### src/rtl/uop_pkg.sv
package uop_pkg;
  localparam int DATA_W  = 16;
  localparam int ADDR_W  = 11;
  localparam int OPC_W   = 4;
  localparam int STEP_W  = 2;
  localparam int IND_BIT = ADDR_W;
  localparam int OPC_LSB = ADDR_W + 1;

  typedef enum logic [1:0] {
    PH_FETCH = 2'b00,
    PH_IND   = 2'b01,
    PH_EXEC  = 2'b10,
    PH_INT   = 2'b11
  } phase_e;

  localparam logic [OPC_W-1:0] OP_ADD = 4'd0;
  localparam logic [OPC_W-1:0] OP_ISZ = 4'd1;
  localparam logic [OPC_W-1:0] OP_BSA = 4'd2;

  // first member is the MSB: bit 13 .. bit 0
  typedef struct packed {
    logic mem_wr;
    logic mem_rd;
    logic r1_add;
    logic ira_mbr;
    logic ir_mbr;
    logic pc_vec;
    logic pc_ir;
    logic pc_inc;
    logic mbr_inc;
    logic mbr_pc;
    logic mbr_mem;
    logic mar_sv;
    logic mar_ir;
    logic mar_pc;
  } ctrl_t;

  localparam int CTRL_W = $bits(ctrl_t);
endpackage

### src/rtl/uop_phase_ctr.sv
module uop_phase_ctr
  import uop_pkg::*;
(
  input  logic              clk_i,
  input  logic              rst_ni,
  input  logic              last_i,
  input  logic              ind_i,
  input  logic              irq_i,
  output phase_e            phase_o,
  output logic [STEP_W-1:0] step_o,
  output logic              ie_o
);
  phase_e            phase_q, phase_d;
  logic [STEP_W-1:0] step_q;
  logic              ie_q;
  logic              take_int;

  assign take_int = irq_i && ie_q;

  always_comb begin
    unique case (phase_q)
      PH_FETCH: phase_d = ind_i ? PH_IND : PH_EXEC;
      PH_IND:   phase_d = PH_EXEC;
      PH_EXEC:  phase_d = take_int ? PH_INT : PH_FETCH;
      default:  phase_d = PH_FETCH;
    endcase
  end

  always_ff @(posedge clk_i or negedge rst_ni) begin
    if (!rst_ni) begin
      phase_q <= PH_FETCH;
      step_q  <= '0;
      ie_q    <= 1'b1;
    end else if (last_i) begin
      phase_q <= phase_d;
      step_q  <= '0;
      if (phase_q == PH_EXEC && take_int) ie_q <= 1'b0;
    end else begin
      step_q <= step_q + 1'b1;
    end
  end

  assign phase_o = phase_q;
  assign step_o  = step_q;
  assign ie_o    = ie_q;

  assert_step_clear_R11: assert property (@(posedge clk_i) disable iff (!rst_ni)
    (phase_q != $past(phase_q)) |-> (step_q == '0));

  assert_after_fetch_R3: assert property (@(posedge clk_i) disable iff (!rst_ni)
    (phase_q == PH_FETCH && last_i) |=> (phase_q == ($past(ind_i) ? PH_IND : PH_EXEC)));

  assert_after_int_R3: assert property (@(posedge clk_i) disable iff (!rst_ni)
    (phase_q == PH_INT && last_i) |=> (phase_q == PH_FETCH));

  assert_int_clears_en_R9: assert property (@(posedge clk_i) disable iff (!rst_ni)
    (phase_q == PH_INT) |-> !ie_q);

  assert_int_needs_en_R10: assert property (@(posedge clk_i) disable iff (!rst_ni)
    (phase_q == PH_INT && step_q == '0) |-> $past(ie_q));
endmodule

### src/rtl/uop_decode.sv
module uop_decode
  import uop_pkg::*;
(
  input  logic              clk_i,
  input  logic              rst_ni,
  input  phase_e            phase_i,
  input  logic [STEP_W-1:0] step_i,
  input  logic [OPC_W-1:0]  opc_i,
  input  logic              mbr_zero_i,
  output ctrl_t             ctrl_o,
  output logic              last_o
);
  always_comb begin
    ctrl_o = '0;
    last_o = 1'b0;
    unique case (phase_i)
      PH_FETCH: begin
        unique case (step_i)
          2'd0:    begin ctrl_o.mar_pc = 1'b1; ctrl_o.mem_rd = 1'b1; end
          2'd1:    begin ctrl_o.mbr_mem = 1'b1; ctrl_o.pc_inc = 1'b1; end
          default: begin ctrl_o.ir_mbr = 1'b1; last_o = 1'b1; end
        endcase
      end
      PH_IND: begin
        unique case (step_i)
          2'd0:    begin ctrl_o.mar_ir = 1'b1; ctrl_o.mem_rd = 1'b1; end
          2'd1:    ctrl_o.mbr_mem = 1'b1;
          default: begin ctrl_o.ira_mbr = 1'b1; last_o = 1'b1; end
        endcase
      end
      PH_EXEC: begin
        if (opc_i == OP_ADD) begin
          unique case (step_i)
            2'd0:    begin ctrl_o.mar_ir = 1'b1; ctrl_o.mem_rd = 1'b1; end
            2'd1:    ctrl_o.mbr_mem = 1'b1;
            default: begin ctrl_o.r1_add = 1'b1; last_o = 1'b1; end
          endcase
        end else if (opc_i == OP_ISZ) begin
          unique case (step_i)
            2'd0: begin ctrl_o.mar_ir = 1'b1; ctrl_o.mem_rd = 1'b1; end
            2'd1: ctrl_o.mbr_mem = 1'b1;
            2'd2: ctrl_o.mbr_inc = 1'b1;
            default: begin
              ctrl_o.mem_wr = 1'b1;
              ctrl_o.pc_inc = mbr_zero_i;
              last_o        = 1'b1;
            end
          endcase
        end else if (opc_i == OP_BSA) begin
          unique case (step_i)
            2'd0:    begin ctrl_o.mar_ir = 1'b1; ctrl_o.mbr_pc = 1'b1; end
            2'd1:    begin ctrl_o.pc_ir = 1'b1; ctrl_o.mem_wr = 1'b1; end
            default: begin ctrl_o.pc_inc = 1'b1; last_o = 1'b1; end
          endcase
        end else begin
          last_o = 1'b1;
        end
      end
      default: begin
        unique case (step_i)
          2'd0:    ctrl_o.mbr_pc = 1'b1;
          2'd1:    begin ctrl_o.mar_sv = 1'b1; ctrl_o.pc_vec = 1'b1; end
          default: begin ctrl_o.mem_wr = 1'b1; last_o = 1'b1; end
        endcase
      end
    endcase
  end

  assert_mbr_ir_split_R12: assert property (@(posedge clk_i) disable iff (!rst_ni)
    !(ctrl_o.mbr_mem && ctrl_o.ir_mbr));

  assert_mar_one_src_R12: assert property (@(posedge clk_i) disable iff (!rst_ni)
    $onehot0({ctrl_o.mar_pc, ctrl_o.mar_ir, ctrl_o.mar_sv}));

  assert_pc_one_src_R12: assert property (@(posedge clk_i) disable iff (!rst_ni)
    $onehot0({ctrl_o.pc_inc, ctrl_o.pc_ir, ctrl_o.pc_vec}));

  assert_mbr_one_src_R12: assert property (@(posedge clk_i) disable iff (!rst_ni)
    $onehot0({ctrl_o.mbr_mem, ctrl_o.mbr_pc, ctrl_o.mbr_inc}));

  assert_rd_wr_excl_R13: assert property (@(posedge clk_i) disable iff (!rst_ni)
    !(ctrl_o.mem_rd && ctrl_o.mem_wr));
endmodule

### src/rtl/uop_datapath.sv
module uop_datapath
  import uop_pkg::*;
#(
  parameter logic [ADDR_W-1:0] RESET_PC  = 11'd16,
  parameter logic [ADDR_W-1:0] SAVE_ADDR = 11'd0,
  parameter logic [ADDR_W-1:0] VEC_ADDR  = 11'd1
) (
  input  logic              clk_i,
  input  logic              rst_ni,
  input  ctrl_t             ctrl_i,
  input  logic [DATA_W-1:0] rdata_i,
  output logic [ADDR_W-1:0] addr_o,
  output logic [DATA_W-1:0] wdata_o,
  output logic              mbr_zero_o,
  output logic [ADDR_W-1:0] pc_o,
  output logic [DATA_W-1:0] ir_o,
  output logic [DATA_W-1:0] mbr_o,
  output logic [DATA_W-1:0] r1_o
);
  localparam int PAD_W = DATA_W - ADDR_W;

  logic [ADDR_W-1:0] mar_q, pc_q;
  logic [DATA_W-1:0] mbr_q, ir_q, r1_q;
  logic [ADDR_W-1:0] ir_addr;

  assign ir_addr = ir_q[ADDR_W-1:0];

  always_ff @(posedge clk_i or negedge rst_ni) begin
    if (!rst_ni) begin
      mar_q <= '0;
      mbr_q <= '0;
      pc_q  <= RESET_PC;
      ir_q  <= '0;
      r1_q  <= '0;
    end else begin
      if (ctrl_i.mar_pc)      mar_q <= pc_q;
      else if (ctrl_i.mar_ir) mar_q <= ir_addr;
      else if (ctrl_i.mar_sv) mar_q <= SAVE_ADDR;

      if (ctrl_i.mbr_mem)      mbr_q <= rdata_i;
      else if (ctrl_i.mbr_pc)  mbr_q <= {{PAD_W{1'b0}}, pc_q};
      else if (ctrl_i.mbr_inc) mbr_q <= mbr_q + 1'b1;

      if (ctrl_i.pc_inc)      pc_q <= pc_q + 1'b1;
      else if (ctrl_i.pc_ir)  pc_q <= ir_addr;
      else if (ctrl_i.pc_vec) pc_q <= VEC_ADDR;

      if (ctrl_i.ir_mbr)       ir_q <= mbr_q;
      else if (ctrl_i.ira_mbr) ir_q[ADDR_W-1:0] <= mbr_q[ADDR_W-1:0];

      if (ctrl_i.r1_add) r1_q <= r1_q + mbr_q;
    end
  end

  // a read goes out in the step that loads MAR; data lands in MBR next step
  always_comb begin
    if (ctrl_i.mar_pc)      addr_o = pc_q;
    else if (ctrl_i.mar_ir) addr_o = ir_addr;
    else                    addr_o = mar_q;
  end

  assign wdata_o    = mbr_q;
  assign mbr_zero_o = (mbr_q == '0);
  assign pc_o       = pc_q;
  assign ir_o       = ir_q;
  assign mbr_o      = mbr_q;
  assign r1_o       = r1_q;

  assert_mbr_after_read_R13: assert property (@(posedge clk_i) disable iff (!rst_ni)
    ctrl_i.mbr_mem |-> $past(ctrl_i.mem_rd));

  assert_read_addr_in_mar_R13: assert property (@(posedge clk_i) disable iff (!rst_ni)
    ctrl_i.mem_rd |=> (mar_q == $past(addr_o)));

  assert_r1_only_on_add_R5: assert property (@(posedge clk_i) disable iff (!rst_ni)
    !$past(ctrl_i.r1_add) |-> $stable(r1_q));
endmodule

### src/rtl/uop_sequencer.sv
module uop_sequencer
  import uop_pkg::*;
#(
  parameter logic [ADDR_W-1:0] RESET_PC  = 11'd16,
  parameter logic [ADDR_W-1:0] SAVE_ADDR = 11'd0,
  parameter logic [ADDR_W-1:0] VEC_ADDR  = 11'd1
) (
  input  logic              clk_i,
  input  logic              rst_ni,
  input  logic              irq_i,
  input  logic [DATA_W-1:0] mem_rdata_i,
  output logic [ADDR_W-1:0] mem_addr_o,
  output logic              mem_rd_o,
  output logic              mem_wr_o,
  output logic [DATA_W-1:0] mem_wdata_o,
  output logic [1:0]        phase_o,
  output logic [STEP_W-1:0] step_o,
  output logic [CTRL_W-1:0] ctrl_o,
  output logic              int_en_o,
  output logic [ADDR_W-1:0] pc_o,
  output logic [DATA_W-1:0] ir_o,
  output logic [DATA_W-1:0] mbr_o,
  output logic [DATA_W-1:0] r1_o
);
  phase_e            phase;
  logic [STEP_W-1:0] step;
  ctrl_t             ctrl;
  logic              last, mbr_zero;
  logic [DATA_W-1:0] ir_w, mbr_w;

  uop_phase_ctr u_phase (
    .clk_i   (clk_i),
    .rst_ni  (rst_ni),
    .last_i  (last),
    .ind_i   (mbr_w[IND_BIT]),  // IR is loaded from MBR in the same edge
    .irq_i   (irq_i),
    .phase_o (phase),
    .step_o  (step),
    .ie_o    (int_en_o)
  );

  uop_decode u_dec (
    .clk_i      (clk_i),
    .rst_ni     (rst_ni),
    .phase_i    (phase),
    .step_i     (step),
    .opc_i      (ir_w[DATA_W-1:OPC_LSB]),
    .mbr_zero_i (mbr_zero),
    .ctrl_o     (ctrl),
    .last_o     (last)
  );

  uop_datapath #(
    .RESET_PC  (RESET_PC),
    .SAVE_ADDR (SAVE_ADDR),
    .VEC_ADDR  (VEC_ADDR)
  ) u_dp (
    .clk_i      (clk_i),
    .rst_ni     (rst_ni),
    .ctrl_i     (ctrl),
    .rdata_i    (mem_rdata_i),
    .addr_o     (mem_addr_o),
    .wdata_o    (mem_wdata_o),
    .mbr_zero_o (mbr_zero),
    .pc_o       (pc_o),
    .ir_o       (ir_w),
    .mbr_o      (mbr_w),
    .r1_o       (r1_o)
  );

  assign mem_rd_o = ctrl.mem_rd;
  assign mem_wr_o = ctrl.mem_wr;
  assign phase_o  = phase;
  assign step_o   = step;
  assign ctrl_o   = ctrl;
  assign ir_o     = ir_w;
  assign mbr_o    = mbr_w;
endmodule

### config.mk
export PLATFORM = sky130hd
export DESIGN_NAME = uop_sequencer
export DESIGN_NICKNAME = d
export VERILOG_FILES = /design/src/rtl/uop_pkg.sv /design/src/rtl/uop_phase_ctr.sv /design/src/rtl/uop_decode.sv /design/src/rtl/uop_datapath.sv /design/src/rtl/uop_sequencer.sv
export SDC_FILE = /design/constraint.sdc
export NUM_CORES = 1
export LEC_CHECK = 0
export ABC_AREA = 0
export BUFFER_PORTS_ARGS = -buffer_cell sky130_fd_sc_hd__buf_2
export CORE_MARGIN = 1
export CORE_UTILIZATION = 50
export CTS_BUF_LIST = sky130_fd_sc_hd__clkbuf_2 sky130_fd_sc_hd__clkbuf_4 sky130_fd_sc_hd__clkbuf_8
export DETAILED_ROUTE_END_ITERATION = 7
export PLACE_DENSITY_LB_ADDON = 0.2
export SYNTH_ARGS = -nofsm -noshare
export SYNTH_HDL_FRONTEND = slang
export SYNTH_SLANG_ARGS = --single-unit
### constraint.sdc
create_clock -name clk_i -period 2.4 [get_ports clk_i]
set_input_delay 0 -clock clk_i [delete_from_list [all_inputs] [get_ports clk_i]]
set_output_delay 0 -clock clk_i [all_outputs]
set_load 0.05 [all_outputs]
**Word-level counts from Yosys, hierarchy flattened**

Cells that the tools add are included.

- Memory bits (read-only): 0
- Flip-flop bits (word level): 75
- Memories kept: 0
- Logic and storage cells: 91
- Input port bits: 19
- Memory bits (writable): 0
- Latch bits: 0
- Output and inout port bits: 107

- Eq/ne operators: 6
- Bitwise operators: 0
- Reductions and logical operators: 15
- Divide/modulo/power cells: 0
- Add/subtract/negate cells: 4
- $lt $le $gt $ge: 0
- Multiplexer cells: 57
- Multiply operators: 0
- Shift-type cells: 0

Operators with widths:

| operator | count |
|---|---|
| $mux W11 | 10 |
| $mux W16 | 3 |
| $mux W1 | 32 |
| $add A16 B1 Y16 const B | 1 |
| $add A16 B16 Y16 | 1 |
| $logic_not A16 Y1 | 1 |
| $pmux W1 S2 | 6 |
| $add A11 B1 Y11 const B | 1 |
| $reduce_bool A3 Y1 | 3 |
| $mux W2 | 4 |
| $pmux W2 S3 | 1 |
| $reduce_or A3 Y1 | 2 |
| $eq A2 B1 Y1 const B | 2 |
| $eq A2 B2 Y1 const B | 2 |
| $eq A4 B1 Y1 const B | 1 |
| $eq A4 B2 Y1 const B | 1 |
| $logic_not A2 Y1 | 2 |
| $logic_not A4 Y1 | 1 |
| $mux W4 | 1 |
| $reduce_or A2 Y1 | 2 |
| $add A2 B1 Y2 const B | 1 |
| $logic_and A1 B1 Y1 | 2 |
| $reduce_and A2 Y1 | 1 |
| $reduce_bool A2 Y1 | 1 |

**Logic depth before layout (Yosys ltp)**

- Depth in word-level cells: 10
- Mapped depth: 11
- Depth with buffers taken out: 9

**By module**

Synthesis repeated with hierarchy kept, for this count alone.

- Cell total of the unflattened synthesis: 568
- Area, all modules: 5048.6 µm²

By module, submodules not included:

| module | area an instance (µm²) | instances | cells each |
|---|---|---|---|
| uop_datapath | 4480.5 | 1 | 503 |
| uop_decode | 334.1 | 1 | 44 |
| uop_phase_ctr | 219.0 | 1 | 19 |
| uop_sequencer | 15.0 | 1 | 2 |

**Least setup slack after synthesis**

Ideal clock, no wire load.

- Kind: reg2reg
- From: reg u_phase.step_q[0] (netlist: u_phase.step_o[0])
- To: reg u_dp.ir_q[6] (netlist: u_dp.ir_o[6])
- Data arrival time: 2.784 ns
- Buffers on the path: 2
- Library setup time: 0.125 ns
- Stages on the path, launching flop included: 9
- Period minus slack after synthesis: 2.909 ns
- Slack: -0.509 ns
- Cell sequence: dfrtp_1 -> inv_1 -> ha_1 -> nor2_1 -> and2_1 -> clkbuf_1 -> nor2_1 -> clkbuf_1 -> mux2_2

- Longest elaborated chain between the ends: 5

RTL lines:

| what | RTL line | source |
|---|---|---|
| start, declared | uop_phase_ctr.sv:14 | `logic [STEP_W-1:0] step_q;` |
| start signal, assigned | uop_phase_ctr.sv:39 | `step_q <= step_q + 1'b1;` |
| $eq A2 B1 Y1 / $logic_not A2 Y1 (equally long branches) | uop_decode.sv:18 | `unique case (step_i)` |
| $reduce_or A2 Y1 (no source line) (*) | n/a |  |
| $mux W1 (*) | uop_decode.sv:18 |  |
| $mux W1 (*) | uop_decode.sv:16 | `unique case (phase_i)` |
| named net ctrl_o[9] | uop_sequencer.sv:18 | `output logic [CTRL_W-1:0] ctrl_o,` |
| $mux W11 / $reduce_bool A2 Y1 (equally long branches) | n/a |  |
| end signal, assigned | uop_datapath.sv:48 | `if (ctrl_i.ir_mbr) ir_q <= mbr_q;` |
| end signal, assigned by index | uop_datapath.sv:49 | `else if (ctrl_i.ira_mbr) ir_q[ADDR_W-1:0] <= mbr_q[ADDR_W-1:0];` |
| end, declared | uop_datapath.sv:23 | `logic [DATA_W-1:0] mbr_q, ir_q, r1_q;` |

The timed path passes the listed nets; every way through them passes the cells marked *.
A chain may end at the register's enable or synchronous reset.

**Worst setup path after layout**

- From: reg u_phase.phase_q[0] (netlist: u_phase.phase_o[0])
- To: out mem_addr_o[3]

- Longest elaborated chain between the ends: 4

RTL lines:

| what | RTL line | source |
|---|---|---|
| start, declared | uop_phase_ctr.sv:13 | `phase_e phase_q, phase_d;` |
| start signal, assigned | uop_phase_ctr.sv:35 | `phase_q <= phase_d;` |
| $eq A2 B2 Y1 / $eq A2 B1 Y1 (equally long branches) | uop_decode.sv:16 |  |
| $pmux W1 S2 | uop_decode.sv:16 |  |
| $mux W11 | uop_datapath.sv:58 | `else if (ctrl_i.mar_ir) addr_o = ir_addr;` |
| $mux W11 (*) | uop_datapath.sv:57 | `if (ctrl_i.mar_pc) addr_o = pc_q;` |
| end, declared | uop_sequencer.sv:12 | `output logic [ADDR_W-1:0] mem_addr_o,` |

Every way passes the cells marked *; elsewhere a longest branch is shown, timed or not.

==> results.yml <==
logic_synthesis:
  ys_warn_count: 0
  ys_seq_elements: 75
  ys_types: 59
  syn_nets: 589
  ys.flop_type: "dfrtp_1"
  synth_area_um2: 5040
  synth-edff-count: 0
  async_flop_share_pct: 100.0
  syn_area_per_cell_um2: 9.281
  synthCells: 543
  synth-seq-area-share_pct: 37.29
global_routing:
  grt_pass1_vias: 4646
  grt_max_degree: 76
  gr-total-overflow: 0
  antenna_found_initial: 0
  grt_pass1_wl_mm: 22.80
  grtUsageTotal_pct: 28.48
final_layout:
  final_cell_count_no_fill: 843
  final_common_cell: "buf_2"
  layout_common_cells: "buf_2, nand2_1, dfrtp_1"
  final_util_pct: 69.28
  area_delta_synth_final_pct: 34.36
  stdcell_area_um2: 6771
  n_fill_cell: 795
  multiInputGateArea_um2: 3020
  fin_nets: 751
  antennaDiodeCount: 0
  seqCellArea_um2: 1898
  drive_above_1_share_pct: 41.69
clock_network:
  clock_path_buffers: 2
  clk_pin_slew_ns: 0.08
  clockRootBuffer: "clkbuf_8"
  clk_latency_ns: 0.37
  cts_sinks: 75
  cts_made_buffers: 9
  htreeDepth: 3
  cts_tree: "yes"
timing:
  relSlewSlack_pct: 34.33
  setup_viol: 0
  timing.final.crit_share_pct: 98.66
  fin_crit_ns: 2.368
  hold_violations: 0
  report.final.slew_viol_count: 0
  rsz0062_at_grt: "true"
  tightest_slew_ns: 0.9851
  skew_ns: 0.01445
  max_freq_mhz: 422.3
setup_path:
  path_common_cell: "inv_2"
  crit_slowest_cell: "dfrtp_2"
  max_stage_delay_ns: 0.41
  end_kind: "output port"
  critPathTopFamily: "compound AO/OA/AOI/OAI gates"
  cp.arrival_ns: 2.37
  startpoint_type: "flip-flop"
  crit_type: "flip-flop to output port"
  crit_buf_inv: 4
  cp_data_required_time_ns: 2.40
  crit_fanout: 6
  crit_chain: "inv_2, ha_4, or3b_4, a21oi_2, o211a_4, buf_6, nor2_4, a221oi_2, inv_2, buf_8"
outcome:
  status: "finished, final reports clean"
drt:
  wl_mm: 14.63
  vias: 4796
  first_pass_iters: 5
  drt-wirelength-per-cell_um: 17.35
  drc: 0
  final_antenna_net_count: 0
  viasPerCell: 5.689
  drt_iter0_markers: 181
floorplanning:
  dieArea_um2: 10480
  die_y_um: 102.4
  die_w_um: 102.4
  initial_core_util_pct: 51.56
  io_pins: 126
  core-area_um2: 9774
  std_cell_rows: 36
placement:
  io_buffers: 125
  dp.final_hpwl_mm: 10.32
  place_inst: 803
  gp_congestion: 0.8786
  place_area_um2: 6093
run:
  max_cap_violations: 0
worst_hold_path:
  hold_path_class: "input port to flip-flop"
layout make-up:
class	instances	area share (%)
clock buffer	9	1.829
clock inverter	7	1.127
inverter	33	1.885
multi-input combinational	388	44.60
sequential	75	28.03
tap	133	2.458
timing repair buffer	198	20.07
flip-flops by register name, summed over array words and instances (netlist names):
signal and flops:
u_dp.r1_o 16, u_dp.pc_o 11, u_phase.step_o 2, u_phase.phase_o 2
u_dp.ir_o 16, u_dp.mar_q 11, u_phase.ie_o 1, u_dp.mbr_o 16
per-stage QoR:
step	hold WS, ns	worst slack, ns	setup TNS [ns]
after CTS	0.008279	0.003196	0
after global routing	0.003679	-0.05820	-0.3655
after detailed placement	0.2094	-0.2013	-2.506
final	0.01935	0.03224	0
after global placement	0.2034	-0.1677	-1.557
after floorplan	-0.2956	-0.01538	-0.06635
cells by family (layout without fill, tap and decap cells):
family | Yosys count | count (layout) | synth area share, %
AOI/OAI and AO/OA | 126 | 126 | 17.53
xor gates and xnor gates | 26 | 26 | 4.518
adders and majority gates | 27 | 27 | 6.852
buffers and inverters | 81 | 247 | 7.944
DFF | 75 | 75 | 37.29
muxes | 37 | 37 | 7.845
and+or+nand+nor | 171 | 172 | 18.02
Yosys cell counts (6+ instances only):
cell       n  area (µm²)
xnor2_1   19       166.4
a21oi_1   18       90.09
mux2i_1   17       170.2
and3_1    19       118.9
nand4_1    9       56.30
dfrtp_1   73        1827
nor2_1    22       82.58
clkbuf_1  20       75.07
nor3b_1    9       67.56
o21ai_0   39       195.2
xor2_1     7       61.31
and2_1     8       50.05
nor3_1     6       30.03
a221o_1   20       200.2
nand3_1   12       60.06
buf_4     20       150.1
a221oi_1  12       105.1
o31ai_1   10       75.07
ha_1      26       325.3
mux2_2    20       225.2
nand2_1   58       217.7
inv_1     33       123.9
routing by layer:
layer	share of wire [%]	global-route usage, %	up-vias
met3	4.8	4.788	27
met2	49	47.86	154
met5	0	0	-
met4	2.3	11.65	0
li1	-	-	2291
met1	44	36.43	2324
path summary, 6_finish.rpt:
check | from | to | slack [ns] | cells after the start
hold / removal | irq_i | u_phase.ie_o$_DFFE_PN1P_ | 0.02 | 3
hold reg to reg | u_phase.ie_o$_DFFE_PN1P_ | u_phase.ie_o$_DFFE_PN1P_ | 0.47 | 1
max in group asynchronous | rst_ni | u_dp.mbr_o[4]$_DFFE_PN0P_ | 1.35 | 2
setup / recovery | u_phase.phase_o[0]$_DFFE_PN0N_ | mem_addr_o[3] | 0.03 | 10
min in group asynchronous | rst_ni | u_phase.phase_o[1]$_DFFE_PN0N_ | 0.35 | 2
setup reg to reg | u_dp.mbr_o[6]$_DFFE_PN0P_ | u_dp.r1_o[15]$_DFFE_PN0P_ | 0.09 | 6
repair_timing:
action                     CTS  global route
hold buffers                13             0
gates resized for setup     41            24
pin swaps                    3             7
setup endpoints to repair   36            19
hold endpoints to repair    85             0
setup buffers                4             5
gates cloned                 2             2
worst min-delay path: cells and delay by family:
kind	cells	cell delay, ns
AOI/OAI and AO/OA	1	0.13
and+or+nand+nor	1	0.12
buffers and inverters	1	0.10
Power is not shown: default switching activity piles up to over one toggle a cycle in this logic, so the estimate is an artifact.
